--- src/rtl/pred_pkg.sv ---
package pred_pkg;

    localparam int FLAG_W = 4;
    localparam int COND_W = 4;

    typedef enum logic [COND_W-1:0] {
        CC_EQ = 4'd0,  CC_NE = 4'd1,
        CC_CS = 4'd2,  CC_CC = 4'd3,
        CC_MI = 4'd4,  CC_PL = 4'd5,
        CC_VS = 4'd6,  CC_VC = 4'd7,
        CC_HI = 4'd8,  CC_LS = 4'd9,
        CC_GE = 4'd10, CC_LT = 4'd11,
        CC_GT = 4'd12, CC_LE = 4'd13,
        CC_AL = 4'd14, CC_XX = 4'd15
    } cond_e;

    typedef struct packed {
        logic n;
        logic z;
        logic c;
        logic v;
    } nzcv_t;

    // Base test for an even/odd code pair; the odd code is its complement.
    function automatic logic pair_test(input logic [2:0] pair, input nzcv_t f);
        case (pair)
            3'd0:    pair_test = f.z;
            3'd1:    pair_test = f.c;
            3'd2:    pair_test = f.n;
            3'd3:    pair_test = f.v;
            3'd4:    pair_test = f.c & ~f.z;
            3'd5:    pair_test = ~(f.n ^ f.v);
            3'd6:    pair_test = ~f.z & ~(f.n ^ f.v);
            default: pair_test = 1'b1;
        endcase
    endfunction

endpackage

--- src/rtl/pred_cond_eval.sv ---
module pred_cond_eval
    import pred_pkg::*;
(
    input  nzcv_t              flags_i,
    input  logic [COND_W-1:0]  cond_i,
    output logic               pass_o
);
    logic [2:0] pair;
    logic       base;
    logic       invert;

    always_comb begin
        pair   = cond_i[COND_W-1:1];
        base   = pair_test(pair, flags_i);
        // The always pair (14, 15) is never inverted.
        invert = cond_i[0] & (pair != 3'd7);
        pass_o = base ^ invert;
    end
endmodule

--- src/rtl/pred_flag_reg.sv ---
module pred_flag_reg
    import pred_pkg::*;
(
    input  logic  clk,
    input  logic  rst,
    input  logic  load_i,
    input  nzcv_t d_i,
    output nzcv_t q_o
);
    always_ff @(posedge clk) begin
        if (rst)
            q_o <= '0;
        else if (load_i)
            q_o <= d_i;
    end
endmodule

--- src/rtl/pred_pc_sel.sv ---
module pred_pc_sel #(
    parameter int ADDR_W  = 32,
    parameter int PC_STEP = 4
) (
    input  logic [ADDR_W-1:0] pc_i,
    input  logic [ADDR_W-1:0] target_i,
    input  logic              taken_i,
    output logic [ADDR_W-1:0] next_pc_o
);
    localparam logic [ADDR_W-1:0] STEP = ADDR_W'(PC_STEP);

    always_comb begin
        next_pc_o = taken_i ? target_i : (pc_i + STEP);
    end
endmodule

--- src/rtl/pred_unit.sv ---
module pred_unit
    import pred_pkg::*;
#(
    parameter int ADDR_W  = 32,
    parameter int PC_STEP = 4
) (
    input  logic              clk,
    input  logic              rst,
    input  logic              issue_valid,
    input  logic [3:0]        cond,
    input  logic              wr_req,
    input  logic              flag_req,
    input  logic              branch_req,
    input  logic [3:0]        alu_flags,
    input  logic [ADDR_W-1:0] pc,
    input  logic [ADDR_W-1:0] target,
    output logic              pass,
    output logic              wr_en,
    output logic              flag_we,
    output logic              branch_taken,
    output logic [ADDR_W-1:0] next_pc,
    output logic [3:0]        flags
);
    nzcv_t cur_flags;
    logic  go;

    pred_cond_eval u_eval (
        .flags_i (cur_flags),
        .cond_i  (cond),
        .pass_o  (pass)
    );

    always_comb begin
        go           = issue_valid & pass;
        wr_en        = go & wr_req;
        flag_we      = go & flag_req;
        branch_taken = go & branch_req;
        flags        = cur_flags;
    end

    pred_flag_reg u_flags (
        .clk    (clk),
        .rst    (rst),
        .load_i (flag_we),
        .d_i    (nzcv_t'(alu_flags)),
        .q_o    (cur_flags)
    );

    pred_pc_sel #(
        .ADDR_W  (ADDR_W),
        .PC_STEP (PC_STEP)
    ) u_pc (
        .pc_i      (pc),
        .target_i  (target),
        .taken_i   (branch_taken),
        .next_pc_o (next_pc)
    );
endmodule

--- config.mk ---
export PLATFORM = sky130hd
export DESIGN_NAME = pred_unit
export DESIGN_NICKNAME = d
export VERILOG_FILES = /design/src/rtl/pred_pkg.sv /design/src/rtl/pred_cond_eval.sv /design/src/rtl/pred_flag_reg.sv /design/src/rtl/pred_pc_sel.sv /design/src/rtl/pred_unit.sv
export SDC_FILE = /design/constraint.sdc
export NUM_CORES = 1
export LEC_CHECK = 0
export ABC_CLOCK_PERIOD_IN_PS = 3150
export BUFFER_PORTS_ARGS = -buffer_cell sky130_fd_sc_hd__clkbuf_2
export CORE_MARGIN = 2
export CORE_UTILIZATION = 41
export DETAILED_ROUTE_END_ITERATION = 12
export PLACE_DENSITY = 0.87
export SLEW_MARGIN = 15
export SYNTH_ARGS = -nofsm -noshare
export SYNTH_HDL_FRONTEND = slang
export SYNTH_SLANG_ARGS = --single-unit
--- constraint.sdc ---
create_clock -name clk -period 3.15 [get_ports clk]
set_input_delay 0.1575 -clock clk [delete_from_list [all_inputs] [get_ports clk]]
set_output_delay 0.1575 -clock clk [all_outputs]
set_load 0.005 [all_outputs]
==> impl_metrics.tcl <==
set metrics [dict create \
    largestRegisters "u_flags.q_o (4)" \
    start_util_pct 43.0 \
    drtAntennaViolNets 0 \
    grt_use_total_pct 18.9 \
    dpl_worst_slack_ns 0.710 \
    hpwl_um 3200 \
    wl_um 3760 \
    yosys.area_share.adder_pct 0.953 \
    clockPowerShare_pct 18.6 \
    final_hold_viol_count 0 \
    outcome "finished clean" \
    drtIter0Drc 48 \
    vias 1650 \
    clock-sinks 4 \
    fin_cells 323 \
    synth_seq_area_share_pct 6.10 \
    p_switching_uw 127 \
    muxShareOfSynthArea_pct 34.4 \
    synth.area.top_cells "mux2_2 (27%), xnor2_1 (11%), xor2_1 (6.7%), dfxtp_1 (6.1%), mux2i_1 (6.1%)" \
    slowest_stage "mux2_2" \
    holdBufCountCts 0 \
    r2r_start "u_flags.q_o[2]" \
    synth_nets 243 \
    setup_viol 0 \
    synth_edf_count 0 \
    p_per_area_nw_per_um2 183 \
    end_kind "primary output" \
    postCtsSetupBuffers 0 \
    remaining_drc_errors 0 \
    antenna_found_initial 0 \
    synth_xor_xnor_area_share_pct 19.3 \
    grt-ovfl-total 0 \
    leakagePower_uw 0.000967 \
    cts_made_buffers 3 \
    synthFlopType "dfxtp_1" \
    layout_commonest_cell "clkbuf_2" \
    wire_per_inst_um 11.6 \
    clock_skew_ns 0.0148 \
    clk_latency_ns 0.24 \
    sw_frac_of_total_pct 35.6 \
    placementRows 20 \
    max_freq_mhz 373 \
    synth.distinct_cells 33 \
    viasPerCell 5.11 \
    cts_tree "yes" \
    fin_crit_ns 2.68 \
    area_growth_pct 48.9 \
    synth_top_family_by_area "multiplexers" \
    max-slew-margin-rel_pct 50.9 \
    drv_slew 0 \
    largest_register_ffs 4 \
    power_frac_seq_pct 16.0 \
    drive_gt1_share_pct 57.0 \
    dieArea_um2 3670 \
    layout_common_cells "clkbuf_2 (117), mux2_2 (32), xnor2_1 (17)" \
    rr_endpoint "u_flags.q_o[3]" \
    die_x_um 60.6 \
    start_kind "flip-flop" \
    nFillCells 291 \
    setup.worst_path.class "reg2out" \
    hp-class "in2reg" \
    whs_path_depth 3 \
    ys.warnings.count 0 \
    worst_pin_slew_ns 0.736 \
    synth_top_area_share_pct 27.5 \
    fin_ws_ns 0.466 \
    period_share_pct 85.2 \
    dp.cells 320 \
    portBuffers 117 \
    cts_htree_levels 1 \
    synth_compound_area_share_pct 5.24 \
    p_int_uw 230 \
    cts-resized-gates 0 \
    path_cells "nor4b_1 -> nor2_1 -> a32oi_1 -> mux2_2 -> mux2_2 -> clkbuf_2" \
    cts_buffer_depth 2 \
    detail_route.first_pass.iterations 4 \
    path_clk_slew_ns 0.05 \
    synth_largest_area_cell "mux2_2" \
    worstPathArrival_ns 2.53 \
    ios 118 \
    grt_pass1_vias 1416 \
    maxCapViolCount 0 \
    peakVddDrop_uv 86.7 \
    hp-start "alu_flags[0]" \
    reg2reg_depth 5 \
    crit_top_cell "mux2_2" \
    synth-simple-area-share_pct 30.4 \
    core-area_um2 3050 \
    rsz0062_at_grt "no" \
    grt_max_degree 34 \
    grt_pass1_wl_um 5510 \
    max_stage_delay_ns 0.72 \
    power_frac_comb_pct 65.4 \
    synthCells 164 \
    diodes 0 \
    gp_congestion 0.769 \
    required_ns 2.99 \
    ys_ff_latch 4 \
    finalSetupTns_ns 0 \
    die_h_um 60.6 \
    clock-root-buffer "clkbuf_4" \
    hold_end "u_flags.q_o[0]" \
    critPathMaxFanout 33 \
    top_register "u_flags.q_o" \
    final_nets 360 \
    r2r_setup_slack_ns 1.16 \
    syn_area_um2 1310 \
    async_reset_ff_share_pct 0 \
    postSynthAreaPerCell_um2 8.00 \
]
==> cell families (layout without fill, tap and decap cells) <==
group                    count (synthesis)  in the layout
adder cells (fa/ha/maj)                  1              1
buffers and inverters                   11            126
multiplexers                            41             41
flip-flops                               4              4
AO/OA/AOI/OAI                            9              9
XOR/XNOR                                28             28
AND/OR/NAND/NOR                         70             70
==> stage by stage <==
stage               instance area [µm²]  power [µW]  util [%]  hold WS [ns]
floorplan                          1310         177         -         0.312
global placement                   1930         287      63.3         0.403
detailed placement                 1930         292      63.3         0.412
CTS                                1950         361      64.0         0.157
global route                       1950         384      64.0         0.176
finish                             1950         357      64.0         0.157
==> critical path, delay by kind of cell, from the launching register on <==
family | cells | cell delay (ns)
mux | 2 | 1.14
simple gates | 2 | 0.38
flops | 1 | 0.34
compound gates | 1 | 0.30
buf+inv | 1 | 0.11
==> worst max-delay path by stage <==
stage / startpoint / to / slack (ns) / cells after the start
final: u_flags.q_o[2] / next_pc[11] / 0.47 / 6
after global routing: u_flags.q_o[2] / next_pc[30] / 0.28 / 6
after CTS: u_flags.q_o[2] / next_pc[12] / 0.44 / 6
after detailed placement: u_flags.q_o[2] / next_pc[12] / 0.71 / 6
after global placement: u_flags.q_o[2] / next_pc[4] / 0.80 / 6
after floorplan: pc[13] / next_pc[31] / 1.14 / 6
==> power by group through the flow <==
| stage | combinational [µW] | clock [µW] | sequential [µW] |
|---|---|---|---|
| 2_1_floorplan | 119 | 0 | 57.4 |
| 3_3_place_gp | 230 | 0 | 57.4 |
| 3_5_place_dp | 234 | 0 | 57.9 |
| 4_1_cts | 235 | 69.0 | 57.0 |
| 5_1_grt | 256 | 70.3 | 57.4 |
| 6_report | 233 | 66.4 | 57.1 |
==> cell type report <==
cell class                      instances  area, µm²  share of cell area (%)
Inverter                                5       18.8                   0.960
Multi-Input combinational cell        149       1180                    60.6
Tap cell                               44       55.1                    2.82
Clock buffer                            3       22.5                    1.15
Sequential cell                         4       80.1                    4.10
Timing Repair Buffer                  118        593                    30.3
==> per-layer routing <==
layer	GRT usage, %	up-vias	share of wire [%]	routed length, µm
met2	36.7	74	52	1970
met4	5.59	0	0.40	15
met5	0	-	0	0
li1	-	839	-	-
met3	1.71	2	6.6	249
met1	21.5	735	41	1530
==> cells in the mapped netlist (2+ instances only) <==
cell type   n
inv_1       5
and4_1      4
nor4_1      5
nand4_1     9
or2_2       2
nor3_1      2
mux2i_1     8
xnor2_1    17
dfxtp_1     4
o21ai_0     2
nand2b_1   10
nand2_1     9
buf_2       5
nand3_1    14
xor2_1     10
and3_1      4
mux2_2     32
nor2_1      7
(Power assumes the default switching activity.)
